<file path="config.mk">
export PLATFORM = sky130hd
export DESIGN_NAME = mmu_utlb_aa_writer
export DESIGN_NICKNAME = d
export VERILOG_FILES = /design/src/rtl/mmu_tag_pkg.sv /design/src/rtl/mmu_win_decode.sv /design/src/rtl/mmu_ctrl_reg.sv /design/src/rtl/mmu_itlb_store.sv /design/src/rtl/mmu_utlb_aa_writer.sv
export SDC_FILE = /design/constraint.sdc
export NUM_CORES = 2
export LEC_CHECK = 0
export ABC_CLOCK_PERIOD_IN_PS = 10700
export BUFFER_PORTS_ARGS = -buffer_cell sky130_fd_sc_hd__buf_4
export CORE_MARGIN = 4
export CORE_UTILIZATION = 48
export DETAILED_ROUTE_END_ITERATION = 10
export PLACE_DENSITY = 0.61
export SETUP_SLACK_MARGIN = 0.2
export SYNTH_ARGS = -nofsm -noshare
export SYNTH_HDL_FRONTEND = slang
export SYNTH_SLANG_ARGS = --single-unit
</file>
<file path="constraint.sdc">
create_clock -name clk -period 10.7 [get_ports clk]
set_input_delay 0.535 -clock clk [delete_from_list [all_inputs] [get_ports clk]]
set_output_delay 0.535 -clock clk [all_outputs]
set_load 0.1 [all_outputs]
</file>
<file path="src/rtl/mmu_tag_pkg.sv">
package mmu_tag_pkg;

    localparam int VPN_W    = 22;
    localparam int ASID_W   = 8;
    localparam int CNT_W    = 6;
    localparam int URC_LSB  = 10;
    localparam int URB_LSB  = 18;
    localparam logic [11:0] MULTI_HIT_CODE = 12'h140;

    // Field order mirrors the bus data word: page[31:10] d[9] v[8] asid[7:0]
    typedef struct packed {
        logic [VPN_W-1:0]  vpn;
        logic              dirty;
        logic              valid;
        logic [ASID_W-1:0] asid;
    } tag_t;

    typedef enum logic [1:0] {
        ST_IDLE,
        ST_SCAN,
        ST_SYNC
    } wr_state_e;

    typedef enum logic [2:0] {
        RG_IC_ADDR   = 3'd0,
        RG_IC_DATA   = 3'd1,
        RG_IT_ADDR   = 3'd2,
        RG_IT_DATA   = 3'd3,
        RG_OC_ADDR   = 3'd4,
        RG_OC_DATA   = 3'd5,
        RG_UT_ADDR   = 3'd6,
        RG_UT_DATA   = 3'd7
    } region_e;

    typedef enum logic [1:0] {
        TGT_IGNORE,
        TGT_UTLB_TAG,
        TGT_REJECT
    } target_e;

endpackage

</file>
<file path="src/rtl/mmu_win_decode.sv">
module mmu_win_decode
    import mmu_tag_pkg::*;
#(
    parameter logic [31:0] WIN_BASE = 32'hF000_0000,
    parameter int          WIN_AW   = 27,
    parameter int          IDX_W    = 6
) (
    input  logic [31:WIN_AW-3] win_bits,
    input  logic               mode_bit,
    input  logic [IDX_W-1:0]   idx_bits,
    output target_e            target,
    output logic               assoc,
    output logic [IDX_W-1:0]   index
);
    localparam int REG_LSB = WIN_AW - 3;

    logic    in_window;
    region_e region;

    assign in_window = (win_bits[31:WIN_AW] == WIN_BASE[31:WIN_AW]);
    assign region    = region_e'(win_bits[WIN_AW-1:REG_LSB]);
    assign assoc     = mode_bit;
    assign index     = idx_bits;

    always_comb begin
        if (!in_window) begin
            target = TGT_REJECT;
        end else begin
            unique case (region)
                RG_UT_ADDR:                         target = TGT_UTLB_TAG;
                RG_IT_ADDR, RG_IT_DATA, RG_UT_DATA: target = TGT_REJECT;
                default:                            target = TGT_IGNORE;
            endcase
        end
    end

endmodule

</file>
<file path="src/rtl/mmu_ctrl_reg.sv">
module mmu_ctrl_reg
    import mmu_tag_pkg::*;
#(
    parameter int URC_LIMIT = 63
) (
    input  logic        clk,
    input  logic        rst_n,
    input  logic        sw_we,
    input  logic [31:0] sw_data,
    input  logic        step,
    output logic [31:0] value
);
    localparam logic [CNT_W-1:0] LIMIT = CNT_W'(URC_LIMIT);

    logic [CNT_W-1:0] urc_cur;
    logic [CNT_W-1:0] urb_cur;
    logic [CNT_W-1:0] urc_nxt;

    assign urc_cur = value[URC_LSB +: CNT_W];
    assign urb_cur = value[URB_LSB +: CNT_W];

    always_comb begin
        urc_nxt = urc_cur + 1'b1;
        if (urc_nxt == urb_cur || urc_nxt == LIMIT) begin
            urc_nxt = '0;
        end
    end

    always_ff @(posedge clk) begin
        if (!rst_n) begin
            value <= '0;
        end else if (sw_we) begin
            value <= sw_data;
        end else if (step) begin
            value[URC_LSB +: CNT_W] <= urc_nxt;
        end
    end

endmodule

</file>
<file path="src/rtl/mmu_itlb_store.sv">
module mmu_itlb_store
    import mmu_tag_pkg::*;
#(
    parameter int DEPTH = 4
) (
    input  logic              clk,
    input  logic              rst_n,
    input  logic [VPN_W-1:0]  key_vpn,
    input  logic [ASID_W-1:0] key_asid,
    input  tag_t              probe,
    input  logic              upd_en,
    input  logic              upd_copy,
    input  tag_t              upd_src,
    input  logic              upd_valid,
    output logic              hit,
    output logic              hit_valid,
    output logic              dup_exists
);
    localparam int IW = (DEPTH > 1) ? $clog2(DEPTH) : 1;

    tag_t             ent [DEPTH];
    logic [DEPTH-1:0] key_eq;
    logic [DEPTH-1:0] same;
    logic [IW-1:0]    hit_idx;

    for (genvar g = 0; g < DEPTH; g++) begin : g_cmp
        assign key_eq[g] = (ent[g].vpn == key_vpn) && (ent[g].asid == key_asid);
        assign same[g]   = (ent[g] == probe);
    end

    assign dup_exists = |same;

    always_comb begin
        hit     = 1'b0;
        hit_idx = '0;
        for (int j = 0; j < DEPTH; j++) begin
            if (!hit && key_eq[j]) begin
                hit     = 1'b1;
                hit_idx = IW'(j);
            end
        end
    end

    assign hit_valid = ent[hit_idx].valid;

    always_ff @(posedge clk) begin
        if (!rst_n) begin
            for (int j = 0; j < DEPTH; j++) begin
                ent[j] <= '0;
            end
        end else if (upd_en && hit) begin
            if (upd_copy) begin
                ent[hit_idx] <= upd_src;
            end else begin
                ent[hit_idx].valid <= upd_valid;
            end
        end
    end

endmodule

</file>
<file path="src/rtl/mmu_utlb_aa_writer.sv">
module mmu_utlb_aa_writer
    import mmu_tag_pkg::*;
#(
    parameter int          UTLB_DEPTH = 64,
    parameter int          ITLB_DEPTH = 4,
    parameter logic [31:0] WIN_BASE   = 32'hF000_0000,
    parameter int          WIN_AW     = 27
) (
    input  logic        clk,
    input  logic        rst_n,
    input  logic        bus_we,
    input  logic [31:0] bus_addr,
    input  logic [31:0] bus_wdata,
    output logic        busy,
    output logic        bad_access,
    input  logic        ctl_we,
    input  logic [31:0] ctl_wdata,
    output logic [31:0] mmucr,
    output logic        exc_valid,
    output logic [11:0] exc_code,
    output logic [31:0] fault_addr,
    output logic        inval_valid,
    output logic [31:0] inval_addr
);
    localparam int            UIDX_W = $clog2(UTLB_DEPTH);
    localparam logic [UIDX_W-1:0] LAST_IDX = UIDX_W'(UTLB_DEPTH - 1);
    localparam int            PAGE_SH = 32 - VPN_W;

    wr_state_e         state, state_nxt;
    tag_t              utlb [UTLB_DEPTH];
    tag_t              pend;
    logic [31:0]       req_addr;
    logic [UIDX_W-1:0] scan_idx;
    logic [UIDX_W-1:0] hit_idx;
    logic              hit_found;
    logic              flush_pend;

    target_e           target;
    logic              assoc;
    logic [UIDX_W-1:0] dec_idx;
    logic              accept;
    logic              tag_write;

    tag_t              cur;
    logic              cur_match;
    logic              second_hit;
    logic              urc_step;

    logic              it_hit;
    logic              it_hit_valid;
    logic              it_dup;
    logic              sync_flush;

    mmu_win_decode #(
        .WIN_BASE (WIN_BASE),
        .WIN_AW   (WIN_AW),
        .IDX_W    (UIDX_W)
    ) i_decode (
        .win_bits (bus_addr[31:WIN_AW-3]),
        .mode_bit (bus_addr[7]),
        .idx_bits (bus_addr[8 +: UIDX_W]),
        .target   (target),
        .assoc    (assoc),
        .index    (dec_idx)
    );

    assign accept    = bus_we && (state == ST_IDLE);
    assign tag_write = accept && (target == TGT_UTLB_TAG);

    assign cur        = utlb[scan_idx];
    assign cur_match  = cur.valid && (cur.vpn == pend.vpn) && (cur.asid == pend.asid);
    assign second_hit = cur_match && hit_found;

    assign urc_step = (tag_write && !assoc) ||
                      ((state == ST_SCAN) && cur.valid && !second_hit);

    mmu_ctrl_reg #(
        .URC_LIMIT (UTLB_DEPTH - 1)
    ) i_ctrl (
        .clk     (clk),
        .rst_n   (rst_n),
        .sw_we   (ctl_we),
        .sw_data (ctl_wdata),
        .step    (urc_step),
        .value   (mmucr)
    );

    mmu_itlb_store #(
        .DEPTH (ITLB_DEPTH)
    ) i_itlb (
        .clk        (clk),
        .rst_n      (rst_n),
        .key_vpn    (pend.vpn),
        .key_asid   (pend.asid),
        .probe      (utlb[dec_idx]),
        .upd_en     (state == ST_SYNC),
        .upd_copy   (hit_found),
        .upd_src    (utlb[hit_idx]),
        .upd_valid  (pend.valid),
        .hit        (it_hit),
        .hit_valid  (it_hit_valid),
        .dup_exists (it_dup)
    );

    assign sync_flush = flush_pend || (it_hit && it_hit_valid && !pend.valid);
    assign busy       = (state != ST_IDLE);

    // State register
    always_ff @(posedge clk) begin
        if (!rst_n) begin
            state <= ST_IDLE;
        end else begin
            state <= state_nxt;
        end
    end

    // Transitions
    always_comb begin
        state_nxt = state;
        unique case (state)
            ST_IDLE: if (tag_write && assoc) state_nxt = ST_SCAN;
            ST_SCAN: if (second_hit || scan_idx == LAST_IDX) state_nxt = ST_SYNC;
            ST_SYNC: state_nxt = ST_IDLE;
            default: state_nxt = ST_IDLE;
        endcase
    end

    // Outputs and array updates
    always_ff @(posedge clk) begin
        if (!rst_n) begin
            for (int i = 0; i < UTLB_DEPTH; i++) begin
                utlb[i] <= '0;
            end
            pend        <= '0;
            req_addr    <= '0;
            scan_idx    <= '0;
            hit_idx     <= '0;
            hit_found   <= 1'b0;
            flush_pend  <= 1'b0;
            bad_access  <= 1'b0;
            exc_valid   <= 1'b0;
            exc_code    <= '0;
            fault_addr  <= '0;
            inval_valid <= 1'b0;
            inval_addr  <= '0;
        end else begin
            bad_access  <= 1'b0;
            exc_valid   <= 1'b0;
            inval_valid <= 1'b0;
            unique case (state)
                ST_IDLE: begin
                    if (accept && target == TGT_REJECT) begin
                        bad_access <= 1'b1;
                    end
                    if (tag_write) begin
                        if (assoc) begin
                            pend       <= tag_t'(bus_wdata);
                            req_addr   <= bus_addr;
                            scan_idx   <= '0;
                            hit_found  <= 1'b0;
                            flush_pend <= 1'b0;
                        end else begin
                            if (utlb[dec_idx].valid && !it_dup) begin
                                inval_valid <= 1'b1;
                                inval_addr  <= {utlb[dec_idx].vpn, PAGE_SH'(0)};
                            end
                            utlb[dec_idx] <= tag_t'(bus_wdata);
                        end
                    end
                end
                ST_SCAN: begin
                    if (second_hit) begin
                        exc_valid  <= 1'b1;
                        exc_code   <= MULTI_HIT_CODE;
                        fault_addr <= req_addr;
                    end else if (cur_match) begin
                        utlb[scan_idx].valid <= pend.valid;
                        utlb[scan_idx].dirty <= pend.dirty;
                        hit_found            <= 1'b1;
                        hit_idx              <= scan_idx;
                        if (!pend.valid) begin
                            flush_pend <= 1'b1;
                        end
                    end
                    scan_idx <= scan_idx + 1'b1;
                end
                ST_SYNC: begin
                    if (sync_flush) begin
                        inval_valid <= 1'b1;
                        inval_addr  <= {pend.vpn, PAGE_SH'(0)};
                    end
                end
                default: ;
            endcase
        end
    end

endmodule

</file>
# [After elaboration in Yosys (flattened, before gate mapping)]
# Memory sizes are Yosys's and may differ from the RTL's. A register that Yosys moved wholly into a read port is not among the register bits.
# Index checks and enable logic that the tools add are counted.
[totals] ram_bits=2176 ff_bits=180 n_memories=2 elab_cells=184
[op_classes] n_eq_ne=36 bitwise_logic=2 mux=72 n_addsub=2 reduce_logical=52
[memory_table] memory="utlb" depth=64 width=32 read_ports=3 rd_clocked_by_memory_dff=2 write_ports=64 line="mmu_utlb_aa_writer.sv:30" source="tag_t utlb [UTLB_DEPTH];"
[memory_table] memory="i_itlb.ent" depth=4 width=32 read_ports=5 rd_clocked_by_memory_dff=0 write_ports=4 line="mmu_itlb_store.sv:21" source="tag_t ent [DEPTH];"
[op_table] cell="32-bit two-way mux" count=7
[op_table] cell="32-bit == test" count=4
[op_table] cell="22-bit == test" count=5
[op_table] cell="32-bit OR reduction" count=3
[op_table] cell="6-bit two-way mux" count=11
[op_table] cell="32-bit one-hot mux with 2 select lines" count=1
[op_table] cell="8-bit == test" count=5
[op_table] cell="1-bit two-way mux" count=39
[op_table] cell="1-bit logical AND" count=21
[op_table] cell="2-bit two-way mux" count=8
[op_table] cell="2-bit != test (second input constant)" count=7
[op_table] cell="6-bit by 1-bit adder with 6-bit output (second input constant)" count=2
[op_table] cell="6-bit == test (second input constant)" count=2
[op_table] cell="6-bit one-hot mux with 2 select lines" count=1
[op_table] cell="5-bit AND reduction" count=2
[op_table] cell="3-bit AND reduction" count=3
[op_table] cell="2-bit one-hot mux with 2 select lines" count=2
[op_table] cell="2-bit AND reduction" count=4
[op_table] cell="2-bit nonzero test" count=4
[op_table] cell="1-bit zero test" count=7
[op_table] cell="3-bit by 2-bit == test with 1-bit output (second input constant)" count=2
[op_table] cell="3-bit == test (second input constant)" count=2
[op_table] cell="6-bit == test" count=1
[op_table] cell="2-bit by 1-bit != test with 1-bit output (second input constant)" count=3
[op_table] cell="other kinds (11)" count=18

# [Logic depth before layout (Yosys ltp)]
# An unclocked memory read counts as a cell.
[logic_depth] word_depth=20 mapped_depth=23 mapped_depth_nobuf=12

# [Cells and area by module]
# A second synthesis with hierarchy kept.
[hier_totals] cells_unflattened=9749 hier_area_um2=137494.4
[by_module_without_submodules] mod="mmu_utlb_aa_writer" cells_per_inst=8838 seq_area_each_um2=64501.9 area_per_inst_um2=127858.9 instances=1
[by_module_without_submodules] mod="mmu_itlb_store" cells_per_inst=749 seq_area_each_um2=3843.7 area_per_inst_um2=8032.7 instances=1
[by_module_without_submodules] mod="mmu_ctrl_reg" cells_per_inst=151 seq_area_each_um2=640.6 area_per_inst_um2=1506.4 instances=1
[by_module_without_submodules] mod="mmu_win_decode" cells_per_inst=11 seq_area_each_um2=0.0 area_per_inst_um2=96.3 instances=1

# [Least setup slack after synthesis]
# Ideal clock, no wire load.
[synth_timing] kind="reg2reg" start="reg with a tool-made name" end="mem utlb[29][0] (netlist name), enable pin" t_required_ps=10241 synth_period_minus_slack_ps=6956 n_path_buf=9 arrival_ps=6498 setup_ps=459 path_stages_with_launch=20 path_slack_ps=3744 path_cell_list="dfxtp_1 > buf_4 > buf_4 > buf_2 > buf_4 > buf_2 > mux4_2 > mux4_2 > mux2i_1 > xor2_1 > nand3_1 > o31ai_1 > nand4_1 > nor4_4 > buf_4 > buf_4 > buf_4 > buf_2 > a31oi_1 > o21ai_0"
[synth_rtl] item="end: declaration" line="mmu_utlb_aa_writer.sv:30"

==> impl_metrics.yaml <==
yosys:
  postSynth.asyncResetShare: 0
  yosysWarnings: 0
  synth.distinct_cells: 90
  synth_area_per_cell_um2: 13.5
  ys_ff_latch: 2358
  ys_top_cells_by_area: "edfxtp_1 (47%), mux4_2 (25%), nor2_1 (6.1%), mux2i_1 (4.4%), dfxtp_1 (2.6%)"
  netlist_instances: 10330
  synth_top_family_by_area: "multiplexers"
  synth_top_area_frac: 0.470
  synth-simple-area-share: 0.109
  ys_seq_area_frac: 0.496
  netlist_area_um2: 139000
  yosys.area.top_type: "edfxtp_1"
  muxShareOfSynthArea: 0.300
  synth_xor_area_frac: 0.0194
  synth_compound_area_frac: 0.0379
  synth-edff-count: 2176
  yosys.area_share.adder: 0.000270
  yosys_most_used_dff: "edfxtp_1"
clocking:
  hold_buffers: 78
  cts_resized: 0
  clock-sinks: 2358
  h-tree-depth: 5
  clk_latency_ns: 0.97
  clk_path_buf_depth: 4
  root_buffer: "clkbuf_16"
  cts_tree: "done"
  cts_setup_buffers: 0
  numCtsBuffers: 279
  cts.clk_slew.worst_paths_ns: 0.06
timing:
  hold_violations: 0
  period_share: 0.813
  fmax_mhz: 115
  clock_skew_ns: 0.0590
  post-route-min-period_ns: 8.70
  tns_ns: 0
  max_slew.worst_pin.slew_ns: 1.53
  setup_slack_ns: 2.00
  rsz0062_at_grt: "false"
  slew_headroom: -0.0221
  setup_viol: 0
  maxSlewViolCount: 6
  holdWs_ns: 0.0317
run:
  maxCapViolCount: 3
routing:
  vias_per_cell: 7.85
  ant_nets: 0
  drt_wl_total_mm: 712
  dr.pass1.iters: 7
  route.detailed.drc: 0
  wl_per_cell_um: 49.9
  first_iter_violations: 23403
  vias: 112043
grt:
  antenna_found_initial: 66
  grt_pass1_wl_mm: 941
  grt_max_degree: 98
  grt_overflow: 0
  grt.total_usage: 0.467
  grt_pass1_vias: 105136
pwr:
  leakagePower_nw: 54.0
  power.density_nw_per_um2: 144
  irDropWorstVdd_uv: 152
  finalPower_mw: 22.5
setup_path:
  worstSetupPathType: "flip-flop to flip-flop"
  max_stage_delay_ns: 1.15
  startpoint_type: "flip-flop"
  critPathBufInv: 3
  path_max_fanout: 83
  crit_chain: "inv_8 > nor2_2 > a221oi_1 > a311oi_1 > xor2_1 > nand4_1 > or4_1 > nor4_4 > buf_12 > and4_1 > o21ai_4 > nand2_2 > buf_4"
  critPathArrivalTime_ns: 9.32
  critPathTopFamily: "simple AND/OR/NAND/NOR gates"
  cpMaxStageDelayCell: "nor2_2"
  cp-end-kind: "flip-flop"
  required_ns: 11.32
floorplan:
  die-area_um2: 299000
  die-width_um: 546
  coreArea_um2: 288000
  num_rows: 197
  start_util: 0.483
  num_io_pins: 212
  die_h_um: 546
placed_design:
  dp_slack_ns: 2.70
  portBuffers: 191
  place_hpwl_mm: 457
  placed_cell_area_um2: 146000
  routabilityCongestion: 1.06
  dp_cells: 13636
finish:
  drive_above_1_share: 0.280
  stdcell_count: 14279
  layout_common_cells: "nor2_1 (2,231), edfxtp_1 (2,176), mux4_2 (1,554), mux2i_1 (612), buf_4 (572)"
  syn2layout_area_growth_pct: 11.7
  post-route-util: 0.539
  fin_nets: 10317
  final_common_cell: "nor2_1"
  post-route-cell-area_um2: 155000
status:
  run_status: "complete, but fails checks"
  violations: "capacitance limit, slew limit"
min_path:
  hold_path_class: "input pin to flip-flop"
## flip-flops by register name, indices dropped and copies added (netlist names), named ones only
register / flops
utlb: 2048
i_itlb.ent: 128
fault_addr: 32
i_ctrl.value: 32
pend: 32
req_addr: 32
inval_addr: 22
hit_idx: 6
scan_idx: 6
state: 2
bad_access: 1
exc_code: 1
exc_valid: 1
flush_pend: 1
hit_found: 1
inval_valid: 1
## cell type report
type / instances / area, um^2
clock inverter: 146 / 1340
sequential: 2358 / 69000
antenna: 68 / 170
clock buffer: 351 / 7550
inverter: 38 / 158
multi-input combinational: 6827 / 66300
tap: 3781 / 4730
fill: 23789 / 133000
timing repair buffer: 710 / 6250
## power breakdown
group | total [mW] | internal, mW | switching [mW]
clock network | 9.68 | 5.48 | 4.20
registers | 10.5 | 10.3 | 0.197
logic | 2.33 | 0.679 | 1.65
## synthesized netlist by cell type, drive strengths merged, types with 7 or more instances
| library cell | instances |
|---|---|
| and2 | 80 |
| mux4 | 1554 |
| nand4 | 57 |
| a221oi | 19 |
| dfxtp | 182 |
| nand2 | 494 |
| nand3 | 127 |
| buf | 658 |
| nor3b | 11 |
| o22ai | 78 |
| or3 | 11 |
| edfxtp | 2176 |
| o21ai | 168 |
| xnor2 | 149 |
| nor4b | 92 |
| a22o | 18 |
| a32oi | 18 |
| o31ai | 12 |
| or2 | 9 |
| nor2 | 2244 |
| o221ai | 8 |
| and4 | 24 |
| nand3b | 7 |
| and3 | 82 |
| mux2i | 612 |
| a21oi | 132 |
| nor2b | 29 |
| inv | 36 |
| xor2 | 160 |
| nand4b | 7 |
| a311oi | 7 |
| nor3 | 93 |
| a211oi | 24 |
| o2111ai | 18 |
| nor4 | 79 |
| nand2b | 27 |
| mux2 | 51 |
| o211ai | 19 |
| a22oi | 161 |
| clkbuf | 468 |
| a31oi | 42 |
## per-layer routing
layer	share of wire	vias up	GRT usage	wire, um
li1	-	39906	-	-
met3	0.18	3002	0.231	126000
met5	0.0011	-	0.0154	749
met2	0.40	12545	0.623	284000
met4	0.11	36	0.394	77200
met1	0.31	56554	0.558	224000
## worst reg2reg max path, stage by stage, from the launching register on
cell and delay, ns:
dfxtp_4 0.95, inv_8 0.46, nor2_2 1.24, a221oi_1 0.63, a311oi_1 1.04, xor2_1 0.38
nand4_1 0.16, or4_1 0.59, nor4_4 0.66, buf_12 0.36, and4_1 0.32, o21ai_4 0.07
nand2_2 1.10, buf_4 0.43
## cell families (layout without fill, tap and decap cells)
group,count (synthesis),count (layout)
AOI/OAI and AO/OA,784,784
muxes,2217,2217
DFF,2358,2358
other,1,88
adders and majority gates,3,3
and+or+nand+nor,3494,3494
xor gates and xnor gates,309,309
buffers and inverters,1164,1245
## worst paths after layout
| kind | startpoint | endpoint | slack, ns | cells past startpoint |
|---|---|---|---|---|
| max | flip-flop | utlb[55][31] | 2.00 | 13 |
| min | bus_wdata[6] | pend[6] | 0.03 | 3 |
| max reg2reg | flip-flop | utlb[55][31] | 2.00 | 13 |
| min reg2reg | req_addr[2] | req_addr[2] | 0.46 | 2 |
Power figures use the tool's default switching activity.
